`config.mk`:
```
export PLATFORM = sky130hd
export DESIGN_NAME = dmaChanRegs
export DESIGN_NICKNAME = d
export VERILOG_FILES = /design/src/rtl/dmaChanRegs_pkg.sv /design/src/rtl/dmaRegDecode.sv /design/src/rtl/dmaRegStore.sv /design/src/rtl/dmaReqRoute.sv /design/src/rtl/dmaChanRegs.sv
export SDC_FILE = /design/constraint.sdc
export NUM_CORES = 2
export LEC_CHECK = 0
export ABC_CLOCK_PERIOD_IN_PS = 4400
export BUFFER_PORTS_ARGS = -buffer_cell sky130_fd_sc_hd__buf_4
export CAP_MARGIN = 10
export CORE_MARGIN = 10
export CORE_UTILIZATION = 27
export CTS_CLUSTER_DIAMETER = 40
export DETAILED_ROUTE_END_ITERATION = 6
export GPL_ROUTABILITY_DRIVEN = 1
export PLACE_DENSITY = 0.49
export SYNTH_ARGS = -nofsm -noshare
export SYNTH_HDL_FRONTEND = slang
export SYNTH_SLANG_ARGS = --single-unit
```
`constraint.sdc`:
```
create_clock -name clk -period 4.4 [get_ports clk]
set_input_delay 0.66 -clock clk [delete_from_list [all_inputs] [get_ports clk]]
set_output_delay 0.66 -clock clk [all_outputs]
set_load 0.01 [all_outputs]
```
`src/rtl/dmaChanRegs_pkg.sv`:
```
package dmaChanRegs_pkg;

  // address map (byte addresses)
  localparam int ALIGN_ADDR = 'h0A0;
  localparam int IRQ_ADDR   = 'h0F0;
  localparam int MAP_BASE   = 'h100;
  localparam int DESC_BASE  = 'h200;

  // control/status word bit positions
  localparam int RUN_BIT     = 31;
  localparam int NODESC_BIT  = 30;
  localparam int REQPEND_BIT = 8;
  localparam int STOP_BIT    = 3;
  localparam int ENDC_BIT    = 2;
  localparam int BUSERR_BIT  = 0;

  // mapping entry valid bit
  localparam int MAPVALID_BIT = 7;

  localparam int IDX_W = 8;

  typedef enum logic [2:0] {
    RD_NONE  = 3'd0,
    RD_CS    = 3'd1,
    RD_ALIGN = 3'd2,
    RD_IRQ   = 3'd3,
    RD_MAP   = 3'd4,
    RD_DESC  = 3'd5
  } rdSel_t;

  // strobes from decode to storage
  typedef struct packed {
    logic             csWr;
    logic             alignWr;
    logic             mapWr;
    logic             descWr;
    rdSel_t           rdSel;
    logic [IDX_W-1:0] idx;
  } regStrobe_t;

endpackage

```
`src/rtl/dmaRegDecode.sv`:
```
module dmaRegDecode
  import dmaChanRegs_pkg::*;
#(
  parameter int NUM_CH  = 16,
  parameter int NUM_MAP = 64,
  parameter int ADDR_W  = 12
) (
  input  logic              regWrEn,
  input  logic [ADDR_W-1:0] regAddr,
  output regStrobe_t        strobe
);

  localparam int CS_END   = NUM_CH * 4;
  localparam int MAP_END  = MAP_BASE + NUM_MAP * 4;
  localparam int DESC_END = DESC_BASE + NUM_CH * 16;

  logic [ADDR_W-1:0] mapOff;
  logic [ADDR_W-1:0] descOff;

  assign mapOff  = regAddr - ADDR_W'(MAP_BASE);
  assign descOff = regAddr - ADDR_W'(DESC_BASE);

  always_comb begin
    strobe = '0;
    if (regAddr[1:0] == 2'b00) begin
      if (regAddr < ADDR_W'(CS_END)) begin
        strobe.rdSel = RD_CS;
        strobe.idx   = IDX_W'(regAddr >> 2);
        strobe.csWr  = regWrEn;
      end else if (regAddr == ADDR_W'(ALIGN_ADDR)) begin
        strobe.rdSel   = RD_ALIGN;
        strobe.alignWr = regWrEn;
      end else if (regAddr == ADDR_W'(IRQ_ADDR)) begin
        strobe.rdSel = RD_IRQ;
      end else if (regAddr >= ADDR_W'(MAP_BASE) && regAddr < ADDR_W'(MAP_END)) begin
        strobe.rdSel = RD_MAP;
        strobe.idx   = IDX_W'(mapOff >> 2);
        strobe.mapWr = regWrEn;
      end else if (regAddr >= ADDR_W'(DESC_BASE) && regAddr < ADDR_W'(DESC_END)
                   && regAddr[3:2] == 2'b00) begin
        strobe.rdSel  = RD_DESC;
        strobe.idx    = IDX_W'(descOff >> 4);
        strobe.descWr = regWrEn;
      end
    end
  end

endmodule

```
`src/rtl/dmaRegStore.sv`:
```
module dmaRegStore
  import dmaChanRegs_pkg::*;
#(
  parameter int NUM_CH  = 16,
  parameter int NUM_MAP = 64,
  parameter int CH_W    = $clog2(NUM_CH)
) (
  input  logic                    clk,
  input  logic                    rstN,
  input  regStrobe_t              strobe,
  input  logic [31:0]             wrData,
  input  logic [NUM_CH-1:0]       engStopped,
  input  logic [NUM_CH-1:0]       engReqPend,
  input  logic [NUM_CH-1:0]       engEndIrq,
  input  logic [NUM_CH-1:0]       engBusErr,
  output logic [31:0]             rdData,
  output logic [NUM_CH-1:0]       chanRun,
  output logic [NUM_CH-1:0]       chanNoDesc,
  output logic [NUM_CH-1:0]       byteAlignEn,
  output logic [NUM_CH*32-1:0]    nextDesc,
  output logic [NUM_CH-1:0]       intPend,
  output logic [NUM_MAP-1:0]      mapValid,
  output logic [NUM_MAP*CH_W-1:0] mapChanFlat
);

  logic [NUM_CH-1:0] runQ, noDescQ, endCauseQ, busErrQ, alignQ;
  logic [NUM_CH-1:0] csHit, clrEnd, clrBus;
  logic [31:0]       descQ    [NUM_CH];
  logic [NUM_MAP-1:0] mapValidQ;
  logic [CH_W-1:0]   mapChanQ [NUM_MAP];

  // per-channel write hits and W1C requests
  always_comb begin
    for (int c = 0; c < NUM_CH; c++) begin
      csHit[c]  = strobe.csWr && (strobe.idx == IDX_W'(c));
      clrEnd[c] = csHit[c] && wrData[ENDC_BIT];
      clrBus[c] = csHit[c] && wrData[BUSERR_BIT];
    end
  end

  // control bits and latched causes; a new event beats a clear
  always_ff @(posedge clk or negedge rstN) begin
    if (!rstN) begin
      runQ      <= '0;
      noDescQ   <= '0;
      endCauseQ <= '0;
      busErrQ   <= '0;
    end else begin
      for (int c = 0; c < NUM_CH; c++) begin
        if (csHit[c]) begin
          runQ[c]    <= wrData[RUN_BIT];
          noDescQ[c] <= wrData[NODESC_BIT];
        end
      end
      endCauseQ <= engEndIrq | (endCauseQ & ~clrEnd);
      busErrQ   <= engBusErr | (busErrQ & ~clrBus);
    end
  end

  always_ff @(posedge clk or negedge rstN) begin
    if (!rstN) begin
      alignQ <= '0;
    end else if (strobe.alignWr) begin
      alignQ <= wrData[NUM_CH-1:0];
    end
  end

  always_ff @(posedge clk or negedge rstN) begin
    if (!rstN) begin
      for (int c = 0; c < NUM_CH; c++) descQ[c] <= '0;
    end else begin
      for (int c = 0; c < NUM_CH; c++) begin
        if (strobe.descWr && strobe.idx == IDX_W'(c)) descQ[c] <= wrData;
      end
    end
  end

  always_ff @(posedge clk or negedge rstN) begin
    if (!rstN) begin
      mapValidQ <= '0;
      for (int l = 0; l < NUM_MAP; l++) mapChanQ[l] <= '0;
    end else begin
      for (int l = 0; l < NUM_MAP; l++) begin
        if (strobe.mapWr && strobe.idx == IDX_W'(l)) begin
          mapValidQ[l] <= wrData[MAPVALID_BIT];
          mapChanQ[l]  <= wrData[CH_W-1:0];
        end
      end
    end
  end

  for (genvar c = 0; c < NUM_CH; c++) begin : g_descOut
    assign nextDesc[c*32 +: 32] = descQ[c];
  end

  for (genvar l = 0; l < NUM_MAP; l++) begin : g_mapOut
    assign mapChanFlat[l*CH_W +: CH_W] = mapChanQ[l];
  end

  assign chanRun     = runQ;
  assign chanNoDesc  = noDescQ;
  assign byteAlignEn = alignQ;
  assign intPend     = endCauseQ | busErrQ;
  assign mapValid    = mapValidQ;

  // read mux
  always_comb begin
    rdData = '0;
    unique case (strobe.rdSel)
      RD_CS: begin
        for (int c = 0; c < NUM_CH; c++) begin
          if (strobe.idx == IDX_W'(c)) begin
            rdData[RUN_BIT]     = runQ[c];
            rdData[NODESC_BIT]  = noDescQ[c];
            rdData[REQPEND_BIT] = engReqPend[c];
            rdData[STOP_BIT]    = engStopped[c];
            rdData[ENDC_BIT]    = endCauseQ[c];
            rdData[BUSERR_BIT]  = busErrQ[c];
          end
        end
      end
      RD_ALIGN: rdData[NUM_CH-1:0] = alignQ;
      RD_IRQ:   rdData[NUM_CH-1:0] = endCauseQ | busErrQ;
      RD_MAP: begin
        for (int l = 0; l < NUM_MAP; l++) begin
          if (strobe.idx == IDX_W'(l)) begin
            rdData[MAPVALID_BIT] = mapValidQ[l];
            rdData[CH_W-1:0]     = mapChanQ[l];
          end
        end
      end
      RD_DESC: begin
        for (int c = 0; c < NUM_CH; c++) begin
          if (strobe.idx == IDX_W'(c)) rdData = descQ[c];
        end
      end
      default: rdData = '0;
    endcase
  end

endmodule

```
`src/rtl/dmaReqRoute.sv`:
```
module dmaReqRoute #(
  parameter int NUM_CH  = 16,
  parameter int NUM_MAP = 64,
  parameter int CH_W    = $clog2(NUM_CH)
) (
  input  logic [NUM_MAP-1:0]      periphReq,
  input  logic [NUM_MAP-1:0]      mapValid,
  input  logic [NUM_MAP*CH_W-1:0] mapChanFlat,
  output logic [NUM_CH-1:0]       chanReq
);

  always_comb begin
    chanReq = '0;
    for (int l = 0; l < NUM_MAP; l++) begin
      if (periphReq[l] && mapValid[l]) begin
        chanReq[mapChanFlat[l*CH_W +: CH_W]] = 1'b1;
      end
    end
  end

endmodule

```
`src/rtl/dmaChanRegs.sv`:
```
module dmaChanRegs
  import dmaChanRegs_pkg::*;
#(
  parameter int NUM_CH  = 16,
  parameter int NUM_MAP = 64,
  parameter int ADDR_W  = 12
) (
  input  logic                clk,
  input  logic                rstN,
  input  logic                regWrEn,
  input  logic [ADDR_W-1:0]   regAddr,
  input  logic [31:0]         regWrData,
  output logic [31:0]         regRdData,
  output logic [NUM_CH-1:0]   chanRun,
  output logic [NUM_CH-1:0]   chanNoDesc,
  output logic [NUM_CH-1:0]   byteAlignEn,
  output logic [NUM_CH*32-1:0] nextDesc,
  input  logic [NUM_CH-1:0]   engStopped,
  input  logic [NUM_CH-1:0]   engReqPend,
  input  logic [NUM_CH-1:0]   engEndIrq,
  input  logic [NUM_CH-1:0]   engBusErr,
  input  logic [NUM_MAP-1:0]  periphReq,
  output logic [NUM_CH-1:0]   chanReq,
  output logic                irqOut
);

  localparam int CH_W = $clog2(NUM_CH);

  regStrobe_t               strobe;
  logic [NUM_CH-1:0]        intPend;
  logic [NUM_MAP-1:0]       mapValid;
  logic [NUM_MAP*CH_W-1:0]  mapChanFlat;

  dmaRegDecode #(.NUM_CH(NUM_CH), .NUM_MAP(NUM_MAP), .ADDR_W(ADDR_W)) u_decode (
    .regWrEn (regWrEn),
    .regAddr (regAddr),
    .strobe  (strobe)
  );

  dmaRegStore #(.NUM_CH(NUM_CH), .NUM_MAP(NUM_MAP), .CH_W(CH_W)) u_store (
    .clk         (clk),
    .rstN        (rstN),
    .strobe      (strobe),
    .wrData      (regWrData),
    .engStopped  (engStopped),
    .engReqPend  (engReqPend),
    .engEndIrq   (engEndIrq),
    .engBusErr   (engBusErr),
    .rdData      (regRdData),
    .chanRun     (chanRun),
    .chanNoDesc  (chanNoDesc),
    .byteAlignEn (byteAlignEn),
    .nextDesc    (nextDesc),
    .intPend     (intPend),
    .mapValid    (mapValid),
    .mapChanFlat (mapChanFlat)
  );

  dmaReqRoute #(.NUM_CH(NUM_CH), .NUM_MAP(NUM_MAP), .CH_W(CH_W)) u_route (
    .periphReq   (periphReq),
    .mapValid    (mapValid),
    .mapChanFlat (mapChanFlat),
    .chanReq     (chanReq)
  );

  assign irqOut = |intPend;

endmodule

```
==> impl_metrics.toml <==
[power]
netSwitchingFraction_pct = 26.4
combPwrFrac_pct = 6.5
peakVddDrop_v = 0.000346
p_sw_uw = 5960
p_per_area_nw_per_um2 = 289
clkPwrFrac_pct = 55.8
pwr-share-seq_pct = 37.7
p_total_uw = 22600
p_leak_uw = 0.0363
intPower_uw = 16600

[cells_and_area]
final-instance-count-excl-fill = 9794
fillers = 19000
multi_input_area_sq_um = 29200
drive_above_1_share_pct = 47.8
mostFrequentLayoutCells = "1876 x buf_4, 887 x dfrtp_1, 743 x mux2_2"
seq_area_sq_um = 22900
nNetsFinal = 7301
final_common_cell = "buf_4"
area_growth_pct = 51.0

[global_routing]
gr-total-overflow = 0
antenna_found_initial = 75
grt_pass1_vias = 62100
grt_usage_pct = 49.1
grt_max_degree = 140
grt_pass1_wl_um = 681000

[sta]
tns_ns = -23.94
hold_viol = 0
worst_slack_ns = -1.00
worstMarginPinSlew_ns = 1.48
report.final.slew_viol_count = 0
hold_slack_ns = 0.0259
slew_headroom_pct = 1.13
setup_violations = 45
skew_ns = 0
fmax_ghz = 0.185
fin_crit_ns = 5.40
post-route-period-util_pct = 123
rsz0062_at_grt = "true"

[route]
viasPerCell = 6.64
dr.pass1.iters = 7
finalWirelength_um = 538000
postRouteAntennaNets = 0
drc = 17
drt_iter0_markers = 10500
wl_per_cell_um = 55.0
vias = 65000

[clocking]
cts_buffers = 158
cts_max_level = 4
root_buffer = "clkbuf_16"
cts_tree = "built"
clock-sinks = 912
clk_latency_ns = 0.84
clk_path_buf_depth = 3
path_clk_slew_ns = 0.06

[critical_path]
required_ns = 3.74
path_cells = "buf_8, clkinvlp_4, ha_4, or3b_4, o211ai_4, o32a_1, nor2_4, buf_4, nand2_1, buf_12, o221ai_1, buf_4, or4b_4, o22ai_2, nand2_2, a211o_1, o211ai_1, buf_4"
critPathCaptureType = "output pin"
critical_path_buf_inv_count = 6
arrival_ns = 4.74
max_stage_delay_ns = 0.53
critPathKind = "input pin to output pin"
path_delay_family = "compound AO/OA/AOI/OAI gates"
crit_top_cell = "buf_4"
cp_max_fo = 6
cp_slowest_cell = "or4b_4"
crit_path_start_kind = "input pin"

[synth]
synth_cell_types = 89
ys_async_sr_fraction_pct = 100
synth_nets = 5468
yosysWarningCount = 0
synth_flop_cell = "dfrtp_1"
avgSynthCellArea_sq_um = 9.82
ys_ff_latch = 912
netlist_area_sq_um = 51900
synth_enable_flop_cells = 0
yosysSeqAreaShare_pct = 44.0
syn_inst = 5287

[status]
violations = "design-rule violations, max-capacitance violations, negative setup slack"
status = "complete, but fails checks"

[die]
dieArea_sq_um = 210000
initial_core_util_pct = 27.2
die_w_um = 458
core_sq_um = 191000
die_h_um = 458
num_io_pins = 784
rows = 160

[placed_design]
dp.cells = 9369
gp_congestion = 1.18
portBuffers = 783
dp_hpwl_um = 447000

[flow_run]
drv_cap = 1

[worst_hold_path]
hold_class = "input pin to flip-flop"
## cells by family after synthesis
family          count (synthesis)  synth area share [%]
fa+ha+maj                       6                 0.145
flops                         912                  44.0
xor+xnor                        3                0.0651
simple gates                 1957                  18.7
buf+inv                       440                  3.42
compound gates               1157                  16.1
mux                           812                  17.6
## power groups by stage
| stage | sequential (uW) | clock [uW] | combinational, uW |
|---|---|---|---|
| 2_1_floorplan | 8610 | 0 | 359 |
| 3_3_place_gp | 8650 | 0 | 1320 |
| 3_5_place_dp | 8650 | 0 | 1320 |
| 4_1_cts | 8510 | 12600 | 1400 |
| 5_1_grt | 8510 | 13000 | 1490 |
| 6_report | 8520 | 12600 | 1470 |
## area by class of cell
| type | count | area share, % |
|---|---|---|
| multi-input cells | 3935 | 37.3 |
| repair buffers | 2088 | 22.3 |
| diodes | 37 | 0.118 |
| flip-flops and latches | 912 | 29.2 |
| inverters | 25 | 0.129 |
| well taps | 2511 | 4.01 |
| clock buffers | 194 | 5.45 |
| clock inverters | 92 | 1.48 |
## through the flow
| step | util [%] | area [sq um] | setup slack [ns] |
|---|---|---|---|
| 2_1_floorplan | - | 52000 | -0.167 |
| 3_5_place_dp | 36.7 | 70000 | -1.70 |
| 4_1_cts | 40.6 | 77400 | -0.943 |
| 6_report | 41.1 | 78400 | -1.00 |
| 3_3_place_gp | 36.7 | 69900 | -1.72 |
| 5_1_grt | 41.1 | 78300 | -1.05 |
## state kept, by name, summed over array words and instances, names as in the netlist
signal,flops
u_store.endCauseQ,16
u_store.chanNoDesc,16
u_store.chanRun,16
u_store.byteAlignEn,16
u_store.mapChanFlat,256
u_store.mapValid,64
u_store.nextDesc,512
u_store.busErrQ,16
## cell usage after synthesis, drive strengths merged, types with 25 or more instances
| master | count | area [sq um] |
|---|---|---|
| nand3 | 99 | 495 |
| a221oi | 65 | 569 |
| nand4 | 128 | 801 |
| a22oi | 95 | 727 |
| a22o | 27 | 236 |
| a21oi | 78 | 390 |
| nor4 | 134 | 870 |
| o21ai | 123 | 619 |
| nand4b | 43 | 377 |
| nand2 | 598 | 2250 |
| or3 | 78 | 488 |
| nor2 | 330 | 1240 |
| inv | 25 | 93.8 |
| dfrtp | 912 | 22800 |
| nor3 | 310 | 1640 |
| o22ai | 399 | 2500 |
| clkbuf | 316 | 1190 |
| a222oi | 64 | 641 |
| nand2b | 161 | 1010 |
| a31oi | 30 | 188 |
| buf | 99 | 493 |
| mux2 | 810 | 9120 |
| o221ai | 44 | 385 |
## worst paths after layout
check,startpoint,end,slack [ns],depth (start not counted)
max,regAddr[9],regRdData[0],-1.00,18
min,engEndIrq[13],u_store.endCauseQ[13]$_DFF_PN0_,0.03,2
max reg2reg,u_store.mapChanFlat[239]$_DFFE_PN0P_,u_store.mapChanFlat[239]$_DFFE_PN0P_,2.91,2
min reg2reg,u_store.nextDesc[345]$_DFFE_PN0P_,u_store.nextDesc[345]$_DFFE_PN0P_,0.51,2
max in group asynchronous,rstN,u_store.nextDesc[160]$_DFFE_PN0P_,2.46,3
min in group asynchronous,rstN,u_store.mapChanFlat[215]$_DFFE_PN0P_,0.37,2
## timing repair
action	CTS	global route
pin swaps	108	95
resized for setup	309	141
setup buffers	64	36
gates cloned	0	2
hold buffers	8	0
endpoints found under the hold margin	50	0
endpoints found under the setup margin	46	43
## per-layer routing
metal	GRT usage (%)	vias up	wire (um)
li1	-	24100	-
met3	15.8	1884	56200
met1	54.5	33500	187000
met2	73.4	5521	226000
met4	47.7	30	68500
met5	0	-	191
Power figures use the tool's default switching activity.
